<file path="src/rtl/i2c_host_pkg.sv">
package i2c_host_pkg;
  typedef enum logic [2:0] {ST_IDLE, ST_START, ST_BYTE, ST_STOP, ST_HOLD} eng_st_e;

  localparam int CMD_RUN   = 0;
  localparam int CMD_START = 1;
  localparam int CMD_STOP  = 2;

  localparam int SB_BUSY  = 0;
  localparam int SB_ERR   = 1;
  localparam int SB_ANACK = 2;
  localparam int SB_DNACK = 3;
  localparam int SB_HELD  = 6;

  localparam int CFG_EN_BIT = 5;

  localparam logic [7:0] OFF_TGT  = 8'h00;
  localparam logic [7:0] OFF_CS   = 8'h04;
  localparam logic [7:0] OFF_DATA = 8'h08;
  localparam logic [7:0] OFF_TPR  = 8'h0C;
  localparam logic [7:0] OFF_MASK = 8'h10;
  localparam logic [7:0] OFF_RIS  = 8'h14;
  localparam logic [7:0] OFF_MIS  = 8'h18;
  localparam logic [7:0] OFF_ICR  = 8'h1C;
  localparam logic [7:0] OFF_CFG  = 8'h20;

  localparam int UNITS_LOW  = 6;
  localparam int UNITS_HIGH = 4;
  localparam int UNITS_SLOT = UNITS_LOW + UNITS_HIGH;
  localparam int UNIT_W     = $clog2(UNITS_SLOT);
  // unit indices inside a slot
  localparam int UNIT_SDA_SET  = 2;  // data update, SCL low
  localparam int UNIT_SDA_EDGE = 7;  // start/stop edge, SCL high
  localparam int UNIT_SAMPLE   = 8;  // sample, SCL high
endpackage

</file>
<file path="src/rtl/i2c_host_tick.sv">
module i2c_host_tick #(
  parameter int TPR_W = 8
) (
  input  logic             clk_i,
  input  logic             rst_ni,
  input  logic             en_i,
  input  logic [TPR_W-1:0] tpr_i,
  output logic             tick_o
);
  localparam int CW = TPR_W + 1;

  logic [CW-1:0] cnt_q;
  logic [CW-1:0] limit;

  assign limit  = {tpr_i, 1'b1};  // 2*(1+TPR) clocks per unit
  assign tick_o = en_i && (cnt_q == limit);

  always_ff @(posedge clk_i or negedge rst_ni) begin
    if (!rst_ni)               cnt_q <= '0;
    else if (!en_i || tick_o)  cnt_q <= '0;
    else                       cnt_q <= cnt_q + 1'b1;
  end

  assert_tick_spacing_R2: assert property (@(posedge clk_i) disable iff (!rst_ni)
    tick_o |=> !tick_o);
endmodule

</file>
<file path="src/rtl/i2c_host_engine.sv">
module i2c_host_engine
  import i2c_host_pkg::*;
(
  input  logic       clk_i,
  input  logic       rst_ni,
  input  logic       go_i,
  input  logic [2:0] cmd_i,
  input  logic       rx_i,
  input  logic [6:0] tgt_i,
  input  logic [7:0] txd_i,
  input  logic       tick_i,
  input  logic       sda_i,
  output logic       scl_o,
  output logic       sda_o,
  output logic       busy_o,
  output logic       owned_o,
  output logic       done_o,
  output logic       addr_nack_o,
  output logic       data_nack_o,
  output logic [7:0] rxd_o,
  output logic       rxd_we_o
);
  localparam logic [UNIT_W-1:0] LAST_UNIT = UNIT_W'(UNITS_SLOT - 1);

  eng_st_e           st_q;
  logic [UNIT_W-1:0] unit_q;
  logic [3:0]        bitn_q;
  logic [7:0]        sh_q;
  logic              is_addr_q, stop_q, rx_q, hold_q, samp_q;
  logic              sda_q, scl_q, anack_q, dnack_q, done_q, rxd_we_q;
  logic              accept, scl_d, bit_out, own_bit;
  eng_st_e           end_st;

  assign busy_o      = (st_q != ST_IDLE) && (st_q != ST_HOLD);
  assign owned_o     = (st_q != ST_IDLE);
  assign scl_o       = scl_q;
  assign sda_o       = sda_q;
  assign done_o      = done_q;
  assign addr_nack_o = anack_q;
  assign data_nack_o = dnack_q;
  assign rxd_o       = sh_q;
  assign rxd_we_o    = rxd_we_q;

  always_comb begin
    accept = 1'b0;
    if (go_i) begin
      case (st_q)
        ST_IDLE: accept = cmd_i[CMD_RUN] && cmd_i[CMD_START];
        ST_HOLD: accept = cmd_i[CMD_RUN] || cmd_i[CMD_STOP];
        default: accept = 1'b0;
      endcase
    end
  end

  // master drives the byte unless it is receiving data
  assign own_bit = is_addr_q || !rx_q;
  always_comb begin
    if (bitn_q == 4'd8) bit_out = own_bit ? 1'b1 : stop_q;  // NACK last read byte
    else                bit_out = own_bit ? sh_q[7] : 1'b1;
  end

  assign end_st = stop_q ? ST_STOP : ST_HOLD;

  always_comb begin
    case (st_q)
      ST_IDLE:  scl_d = 1'b1;
      ST_HOLD:  scl_d = 1'b0;
      ST_START: scl_d = (unit_q < UNIT_W'(UNITS_LOW)) ? !hold_q : 1'b1;
      default:  scl_d = (unit_q >= UNIT_W'(UNITS_LOW));
    endcase
  end

  always_ff @(posedge clk_i or negedge rst_ni) begin
    if (!rst_ni) begin
      st_q <= ST_IDLE;  unit_q <= '0;  bitn_q <= '0;  sh_q <= '0;
      is_addr_q <= 1'b0; stop_q <= 1'b0; rx_q <= 1'b0; hold_q <= 1'b0;
      samp_q <= 1'b1; sda_q <= 1'b1; scl_q <= 1'b1;
      anack_q <= 1'b0; dnack_q <= 1'b0; done_q <= 1'b0; rxd_we_q <= 1'b0;
    end else begin
      done_q   <= 1'b0;
      rxd_we_q <= 1'b0;
      scl_q    <= scl_d;
      if (accept) begin
        anack_q <= 1'b0;
        dnack_q <= 1'b0;
        stop_q  <= cmd_i[CMD_STOP];
        unit_q  <= '0;
        bitn_q  <= '0;
        if (cmd_i[CMD_RUN] && cmd_i[CMD_START]) begin
          st_q   <= ST_START;
          hold_q <= (st_q == ST_HOLD);
          rx_q   <= rx_i;
        end else if (cmd_i[CMD_RUN]) begin
          st_q      <= ST_BYTE;
          is_addr_q <= 1'b0;
          sh_q      <= txd_i;
        end else begin
          st_q <= ST_STOP;
        end
      end else if (busy_o && tick_i) begin
        if (unit_q == UNIT_W'(UNIT_SAMPLE)) samp_q <= sda_i;
        if (unit_q == UNIT_W'(UNIT_SDA_SET)) begin
          case (st_q)
            ST_START: sda_q <= 1'b1;
            ST_STOP:  sda_q <= 1'b0;
            default:  sda_q <= bit_out;
          endcase
        end
        if (unit_q == UNIT_W'(UNIT_SDA_EDGE) && st_q != ST_BYTE)
          sda_q <= (st_q == ST_STOP);
        if (unit_q == LAST_UNIT) begin
          unit_q <= '0;
          case (st_q)
            ST_START: begin
              st_q      <= ST_BYTE;
              is_addr_q <= 1'b1;
              sh_q      <= {tgt_i, rx_q};
              bitn_q    <= '0;
            end
            ST_BYTE: begin
              if (bitn_q != 4'd8) begin
                sh_q   <= {sh_q[6:0], samp_q};
                bitn_q <= bitn_q + 4'd1;
              end else begin
                bitn_q <= '0;
                if (is_addr_q && samp_q) begin
                  anack_q <= 1'b1;
                  st_q    <= end_st;
                  done_q  <= !stop_q;
                end else if (is_addr_q) begin
                  is_addr_q <= 1'b0;
                  sh_q      <= txd_i;
                end else begin
                  if (rx_q) rxd_we_q <= 1'b1;
                  else if (samp_q) dnack_q <= 1'b1;
                  st_q   <= end_st;
                  done_q <= !stop_q;
                end
              end
            end
            ST_STOP: begin
              st_q   <= ST_IDLE;
              done_q <= 1'b1;
            end
            default: st_q <= st_q;
          endcase
        end else begin
          unit_q <= unit_q + 1'b1;
        end
      end
    end
  end

  assert_idle_release_R1: assert property (@(posedge clk_i) disable iff (!rst_ni)
    (st_q == ST_IDLE && $past(st_q) == ST_IDLE) |-> (scl_q && sda_q));
  assert_hold_scl_low_R7: assert property (@(posedge clk_i) disable iff (!rst_ni)
    (st_q == ST_HOLD && $past(st_q) == ST_HOLD) |-> !scl_q);
  assert_sda_low_phase_R11: assert property (@(posedge clk_i) disable iff (!rst_ni)
    (st_q == ST_BYTE && $past(st_q) == ST_BYTE && scl_q && $past(scl_q)) |-> $stable(sda_q));
  assert_go_busy_R3: assert property (@(posedge clk_i) disable iff (!rst_ni)
    accept |=> busy_o);
endmodule

</file>
<file path="src/rtl/i2c_host_regs.sv">
module i2c_host_regs
  import i2c_host_pkg::*;
#(
  parameter int BUS_AW = 6,
  parameter int DATA_W = 32,
  parameter int TPR_W  = 8
) (
  input  logic              clk_i,
  input  logic              rst_ni,
  input  logic              req_i,
  input  logic              we_i,
  input  logic [BUS_AW-1:0] addr_i,
  input  logic [DATA_W-1:0] wdata_i,
  output logic [DATA_W-1:0] rdata_o,
  input  logic [7:0]        stat_i,
  input  logic              done_i,
  input  logic [7:0]        rxd_i,
  input  logic              rxd_we_i,
  output logic [6:0]        tgt_o,
  output logic              rx_o,
  output logic [7:0]        txd_o,
  output logic [TPR_W-1:0]  tpr_o,
  output logic              go_o,
  output logic [2:0]        cmd_o,
  output logic              en_o,
  output logic              irq_o
);
  logic [6:0]       tgt_q;
  logic             rx_q, mask_q, ris_q, en_q;
  logic [7:0]       data_q;
  logic [TPR_W-1:0] tpr_q;
  logic             wr;

  assign wr    = req_i && we_i;
  assign go_o  = wr && (addr_i == BUS_AW'(OFF_CS)) && en_q;
  assign cmd_o = wdata_i[2:0];
  assign tgt_o = tgt_q;
  assign rx_o  = rx_q;
  assign txd_o = data_q;
  assign tpr_o = tpr_q;
  assign en_o  = en_q;
  assign irq_o = ris_q && mask_q;

  always_ff @(posedge clk_i or negedge rst_ni) begin
    if (!rst_ni) begin
      tgt_q <= '0; rx_q <= 1'b0; data_q <= '0; tpr_q <= TPR_W'(1);
      mask_q <= 1'b0; ris_q <= 1'b0; en_q <= 1'b0;
    end else begin
      if (wr) begin
        if (addr_i == BUS_AW'(OFF_TGT))  {tgt_q, rx_q} <= wdata_i[7:0];
        if (addr_i == BUS_AW'(OFF_DATA)) data_q <= wdata_i[7:0];
        if (addr_i == BUS_AW'(OFF_TPR))  tpr_q <= wdata_i[TPR_W-1:0];
        if (addr_i == BUS_AW'(OFF_MASK)) mask_q <= wdata_i[0];
        if (addr_i == BUS_AW'(OFF_CFG))  en_q <= wdata_i[CFG_EN_BIT];
      end
      if (rxd_we_i) data_q <= rxd_i;
      if (done_i) ris_q <= 1'b1;
      else if (wr && addr_i == BUS_AW'(OFF_ICR) && wdata_i[0]) ris_q <= 1'b0;
    end
  end

  always_comb begin
    rdata_o = '0;
    case (addr_i)
      BUS_AW'(OFF_TGT):  rdata_o = DATA_W'({tgt_q, rx_q});
      BUS_AW'(OFF_CS):   rdata_o = DATA_W'(stat_i);
      BUS_AW'(OFF_DATA): rdata_o = DATA_W'(data_q);
      BUS_AW'(OFF_TPR):  rdata_o = DATA_W'(tpr_q);
      BUS_AW'(OFF_MASK): rdata_o = DATA_W'(mask_q);
      BUS_AW'(OFF_RIS):  rdata_o = DATA_W'(ris_q);
      BUS_AW'(OFF_MIS):  rdata_o = DATA_W'(ris_q && mask_q);
      BUS_AW'(OFF_CFG):  rdata_o = DATA_W'({en_q, 5'b0});
      default:           rdata_o = '0;
    endcase
  end

  assert_ris_source_R9: assert property (@(posedge clk_i) disable iff (!rst_ni)
    $rose(ris_q) |-> $past(done_i));
endmodule

</file>
<file path="src/rtl/i2c_host_ctrl.sv">
module i2c_host_ctrl
  import i2c_host_pkg::*;
#(
  parameter int BUS_AW = 6,
  parameter int TPR_W  = 8
) (
  input  logic              clk_i,
  input  logic              rst_ni,
  input  logic              bus_req_i,
  input  logic              bus_we_i,
  input  logic [BUS_AW-1:0] bus_addr_i,
  input  logic [31:0]       bus_wdata_i,
  output logic [31:0]       bus_rdata_o,
  output logic              scl_o,
  output logic              sda_o,
  input  logic              sda_i,
  output logic              irq_o
);
  logic [6:0]       tgt;
  logic             rx, go, en, tick, busy, owned, done, anack, dnack, rxd_we;
  logic [7:0]       txd, rxd, stat;
  logic [2:0]       cmd;
  logic [TPR_W-1:0] tpr;

  always_comb begin
    stat           = '0;
    stat[SB_BUSY]  = busy;
    stat[SB_ERR]   = anack || dnack;
    stat[SB_ANACK] = anack;
    stat[SB_DNACK] = dnack;
    stat[SB_HELD]  = owned;
  end

  i2c_host_regs #(.BUS_AW(BUS_AW), .DATA_W(32), .TPR_W(TPR_W)) u_regs (
    .clk_i, .rst_ni,
    .req_i(bus_req_i), .we_i(bus_we_i), .addr_i(bus_addr_i),
    .wdata_i(bus_wdata_i), .rdata_o(bus_rdata_o),
    .stat_i(stat), .done_i(done), .rxd_i(rxd), .rxd_we_i(rxd_we),
    .tgt_o(tgt), .rx_o(rx), .txd_o(txd), .tpr_o(tpr),
    .go_o(go), .cmd_o(cmd), .en_o(en), .irq_o
  );

  i2c_host_tick #(.TPR_W(TPR_W)) u_tick (
    .clk_i, .rst_ni, .en_i(busy), .tpr_i(tpr), .tick_o(tick)
  );

  i2c_host_engine u_eng (
    .clk_i, .rst_ni, .go_i(go), .cmd_i(cmd), .rx_i(rx), .tgt_i(tgt),
    .txd_i(txd), .tick_i(tick), .sda_i,
    .scl_o, .sda_o, .busy_o(busy), .owned_o(owned), .done_o(done),
    .addr_nack_o(anack), .data_nack_o(dnack), .rxd_o(rxd), .rxd_we_o(rxd_we)
  );

  assert_enable_gate_R10: assert property (@(posedge clk_i) disable iff (!rst_ni)
    $rose(busy) |-> $past(en));
endmodule

</file>
<file path="config.mk">
export PLATFORM = sky130hd
export DESIGN_NAME = i2c_host_ctrl
export DESIGN_NICKNAME = d
export VERILOG_FILES = /design/src/rtl/i2c_host_pkg.sv /design/src/rtl/i2c_host_tick.sv /design/src/rtl/i2c_host_engine.sv /design/src/rtl/i2c_host_regs.sv /design/src/rtl/i2c_host_ctrl.sv
export SDC_FILE = /design/constraint.sdc
export NUM_CORES = 1
export LEC_CHECK = 0
export BUFFER_PORTS_ARGS = -buffer_cell sky130_fd_sc_hd__clkbuf_2
export CORE_ASPECT_RATIO = 0.8
export CORE_MARGIN = 4
export CORE_UTILIZATION = 57
export CTS_BUF_LIST = sky130_fd_sc_hd__clkbuf_8
export DETAILED_ROUTE_END_ITERATION = 12
export GPL_ROUTABILITY_DRIVEN = 1
export PLACE_DENSITY = 0.85
export REMOVE_ABC_BUFFERS = 1
export SETUP_SLACK_MARGIN = 0.3
export SLEW_MARGIN = 20
export SYNTH_ARGS = -nofsm -noshare
export SYNTH_HDL_FRONTEND = slang
export SYNTH_SLANG_ARGS = --single-unit
</file>
<file path="constraint.sdc">
create_clock -name clk_i -period 2.4 [get_ports clk_i]
set_clock_uncertainty 0.05 [all_clocks]
set_input_delay 0.48 -clock clk_i [delete_from_list [all_inputs] [get_ports clk_i]]
set_output_delay 0.48 -clock clk_i [all_outputs]
set_load 0.02 [all_outputs]
</file>
# ---- Word level (Yosys, flattened, before mapping)
# Cells that the tools add are included.
dict set report totals {
  reg_bits 66
  latch_bits 0
  ram_bits 0
  romBits 0
  inputBits 43
  out_inout_bits 35
  elab_cells 191
  n_memories 0
}
dict set report classes {
  addsub 3
  n_mul 0
  n_div 0
  n_lt_le_gt_ge 2
  n_eq_ne 32
  n_shift 0
  n_mux 82
  n_bitwise 1
  n_reduce_logical 48
}
# op count
set ops {}
lappend ops {{2-to-1 mux 8 bit} 11}
lappend ops {{case mux 8 bit (8 select lines)} 1}
lappend ops {{2-to-1 mux 1 bit} 46}
lappend ops {{2-to-1 mux 4 bit} 7}
lappend ops {{== test 6 x 5 -> 1 bit, second input constant} 4}
lappend ops {{2-to-1 mux 3 bit} 8}
lappend ops {{nonzero test 2 bit} 9}
lappend ops {{case mux 8 bit (2 select lines)} 1}
lappend ops {{AND reduction 7 bit} 2}
lappend ops {{== test 4 bit, second input constant} 3}
lappend ops {{== test 6 x 4 -> 1 bit, second input constant} 2}
lappend ops {{logical AND 1 bit} 12}
lappend ops {{AND reduction 2 bit} 6}
lappend ops {{AND reduction 5 bit} 2}
lappend ops {{adder 9 x 1 -> 9 bit, second input constant} 1}
lappend ops {{== test 9 bit} 1}
lappend ops {{2-to-1 mux 9 bit} 1}
lappend ops {{!= test 3 x 2 -> 1 bit, second input constant} 3}
lappend ops {{case mux 3 bit (3 select lines)} 1}
lappend ops {{AND reduction 3 bit} 3}
lappend ops {{adder 4 x 1 -> 4 bit, second input constant} 2}
lappend ops {{!= test 2 bit, second input constant} 4}
lappend ops {{!= test 4 bit, second input constant} 2}
lappend ops {{case mux 1 bit (2 select lines)} 4}
lappend ops {{other kinds (23)} 32}

# ---- Depth between registers and ports, before layout
dict set report logic_depth {
  word_depth 9
  depth_mapped 9
  depth_no_buf 8
}

# ---- Hierarchy
# Synthesis repeated with hierarchy kept, for this count alone.
dict set report unflattened {
  hier_cells 408
  hier_area_um2 4088.9
}
# mod instances cells_each area_each_um2 seq_area_each_um2
set by_module_without_submodules {}
lappend by_module_without_submodules {i2c_host_engine 1 196 1820.5 754.5}
lappend by_module_without_submodules {i2c_host_regs 1 159 1756.7 676.9}
lappend by_module_without_submodules {i2c_host_tick 1 51 501.7 225.2}
lappend by_module_without_submodules {i2c_host_ctrl 1 2 10.0 0.0}

# ---- Worst setup path before layout
# OpenSTA, ideal clock, no wires.
dict set report synth_path {
  path_type {input -> output}
  start {in bus_addr_i[5]}
  end {out bus_rdata_o[2]}
  arrival_time_ns 1.816
  t_required_ns 1.870
  setup_slack_ns 0.054
  path_stages 4
  n_path_buf 1
  cell_sequence {or3_1 or3_1 clkbuf_1 o21ai_0}
}
dict set report synth_via {
  elab_chain_len 2
  word_cells_on_any_way 9
  cone_classes {eq/ne: 7; mux: 1; reduce/logical: 1}
}
# element line
set synth_lines {}
lappend synth_lines {{from (decl)} i2c_host_ctrl.sv:11} ;# input logic [BUS_AW-1:0] bus_addr_i,
lappend synth_lines {{== test 6 bit (tied with other cells)} i2c_host_regs.sv:64} ;# case (addr_i)
lappend synth_lines {{case mux 8 bit (8 select lines) *} i2c_host_regs.sv:64}
lappend synth_lines {{to (decl)} i2c_host_ctrl.sv:13} ;# output logic [31:0] bus_rdata_o,
# Every way passes the cells marked *; elsewhere a longest branch is shown, timed or not.

# ---- Final worst setup path
dict set report layout_path {
  start {in bus_addr_i[0]}
  end {out bus_rdata_o[5]}
}
# The elaborated chain is that of the path after synthesis.

==> key figures <==
Yosys
  – Avg Cell Area, Syn: 9.68 sq um
  – Async SR Flop Fraction: 100%
  – FF+latch count, synth: 66
  – Mapped Cells: 393
  – Post-synthesis compound-gate area fraction: 13.7%
  – Biggest area consumer among synthesized cells: dfrtp_1
  – Synth Area in XOR/XNOR: 3.91%
  – EDFF count, synth: 0
  – Synth Area in Simple Gates: 19.2%
  – Largest family of logic cells by synthesized area: simple AND/OR/NAND/NOR gates
  – Sequential-to-total area share from yosys stat: 43.5%
  – Area contributors post-synth: dfrtp_1 (41%), mux2_2 (6.2%), buf_4 (4.7%)
  – Total number of yosys warnings: 0
  – Top-area cell type share of the netlist area: 40.8%
  – Synth Area in Adders: 0.986%
  – Multiplexer share of the synthesized area: 11.0%
  – Most numerous cell in the Yosys netlist: dfrtp_1
  – Prevailing post-synth register cell: dfrtp_1
  – Post-synthesis cell type count: 59
  – Top cells by count, synth: dfrtp_1 (62), nor2_1 (39), nand2_1 (33), buf_4 (24)
  – Mapped Area: 3810 sq um

Critical path
  – Arr. time, crit path: 1.82 ns
  – Crit. path cell count: 6
  – Largest fanout on the critical path: 7
  – Buf/Inv on CP: 3
  – Critical path startpoint category: input pin
  – CP max stage delay: 0.38 ns
  – CP max-delay cell: or3_4
  – Crit Path Class: input pin to output port
  – Worst EP required: 1.87 ns
  – Worst r2r path cells: 7
  – Critical path capture point type: output port
  – Worst path top cell family by delay: simple AND/OR/NAND/NOR gates
  – Cell breakdown of the critical path: buf_6, or3_4, or3_4, buf_6, o22ai_2, clkbuf_8

STA
  – F_max: 426 MHz
  – Fin. max-slew vios: 0
  – Setup ws final: 0.0507 ns
  – Slew margin rel.: 56.9%
  – Unrepaired setup endpoints after global routing: true
  – Final Setup Violations: 0
  – Worst hold slack: 0.0757 ns
  – Final Cycle Share: 97.9%
  – Final min period: 2.35 ns
  – Final hold viol count: 0
  – Least-Margin Pin Slew: 0.645 ns

Layout
  – End-of-flow core utilization: 70.3%
  – Area grow syn2layout: 18.9%
  – Final std cells w/o fill: 538
  – Nets: 495
  – Diodes inserted: 0
  – Fraction of layout cells with a size suffix above 1: 30.0%

Routing
  – Via count: 3369
  – Post-route DRC: 0
  – Initial DRC count: 488
  – Count of TritonRoute iterations in the first routing pass: 5
  – WL final: 10300 um
  – Routed Antenna Nets: 0
  – Routed len/inst: 19.1 um
  – Vias per Instance: 6.26

Floorplan
  – Io pins: 78
  – Die H: 81.1 um
  – Starting Density: 59.1%
  – Row count: 26
  – Die Wd: 99.4 um
  – CORE AREA: 6440 sq um
  – Die area: 8060 sq um

Global route
  – Initial antenna violation count: 0
  – Largest net degree at the start of global routing: 67
  – GRT Overall Usage: 26.6%
  – GR Layer Usage met2: 43.4%
  – Number of global-route vias before repair: 3313
  – M3 GR Usage: 6.95%
  – Gr ovfl total: 0
  – Global-route wire length before repair: 16500 um
  – Global route hottest layer: met2
  – M1 GR Usage: 33.2%

Clock network
  – CTS tree: built
  – Clock net sink count: 66
  – Clock Latency Late Sink: 0.36 ns
  – Clock slew at reported path FFs: 0.07 ns
  – CTS root buf: clkbuf_8
  – Clk buf depth: 2
  – Number of CTS-inserted buffers: 9
  – CTS HTree Levels: 3
  – CTS Hold Bufs: 0

Power and ir drop
  – Leakage: 0.00202 uW
  – Worst VDD drop: 446 uV
  – Cell Pwr Density: 786 nW/um^2

Place
  – Pre-CTS setup slack: -0.0451 ns
  – Final HPWL DP: 6610 um
  – RD Place Congestion: 0.893
  – Dpl cells: 513
  – IO buf count: 29

Status
  – Status: completed

Job
  – MaxCap Viol Count: 0

Hold path
  – Worst hold path type: input pin to async pin
## worst register-to-register path, cell delays in order (launching register included)
cell,delay [ns]
dfrtp_2,0.47
nor4bb_1,0.32
nand4_1,0.20
nor2_2,0.21
buf_6,0.22
a31oi_1,0.13
o21ai_0,0.21
o31ai_1,0.09
## power breakdown
group / internal [uW] / switching [uW]
combinational: 435 / 596
clock: 531 / 446
sequential: 1300 / 246
## stage by stage
stage | instance area (sq um) | total power, uW | setup TNS, ns
final | 4530 | 3560 | 0
after global routing | 4530 | 3750 | -0.00699
after CTS | 4400 | 3440 | 0
after detailed placement | 4070 | 2420 | -0.115
after global placement | 4070 | 2360 | 0
after floorplan | 3640 | 2100 | 0
## placed cells by master, fill, tap and decap left out, types with 8 or more instances in the layout
cell type / count
clkbuf_2: 19
inv_1: 10
nand3_1: 13
a222oi_1: 8
nor2_1: 37
o21ai_0: 17
a21oi_1: 18
dfrtp_1: 56
conb_1: 24
xnor2_1: 8
mux2_2: 21
o21ai_1: 11
clkbuf_8: 12
nand2_1: 32
buf_4: 32
mux2i_1: 17
nand4_1: 9
## metal layers
layer / vias up / share of wire (%)
li1: 1489 / -
met1: 1647 / 40
met2: 203 / 48
met3: 30 / 9.9
met4: 0 / 2.1
met5: - / 0
## registers in the layout (all words and copies together), names as in the netlist, 3 cells and up
signal and cells:
u_regs.tgt_o 7, u_eng.rxd_o 8, u_eng.bitn_q 4, u_regs.txd_o 8
u_eng.unit_q 4, u_eng.st_q 3, u_tick.cnt_q 9, u_regs.tpr_o 8
## cells by family after synthesis
| kind of cell | count (synthesis) |
|---|---|
| simple gates | 139 |
| compound gates | 81 |
| flops | 66 |
| buf+inv | 47 |
| mux | 39 |
| xor+xnor | 17 |
| fa+ha+maj | 3 |
| other cells | 1 |
## worst paths after layout
kind	from	end	slack [ns]
worst min-delay path	rst_ni	u_regs.mask_q	0.08
worst max register to register	u_eng.st_q[1]	u_eng.bitn_q[3]	0.37
min in group clk_i	sda_i	u_eng.samp_q	0.30
worst max-delay path	bus_addr_i[0]	bus_rdata_o[5]	0.05
max in group asynchronous	rst_ni	u_regs.tpr_o[7]	1.91
worst min register to register	u_eng.done_o	u_regs.ris_q	0.38
## area by class of cell
type                       count  area [sq um]
multi-input combinational    304          2090
fill                         440          1920
sequential                    66          1660
timing repair buffer          59           430
clock buffer                  11           151
tap                           84           105
clock inverter                 5          53.8
inverter                       9          33.8
## repair_timing
action,4_1_cts,5_1_grt
gates cloned,1,0
setup endpoints to repair,17,34
buffers inserted,3,5
gates resized for setup,23,29
pin swaps,6,8
(Power assumes the default switching activity.)
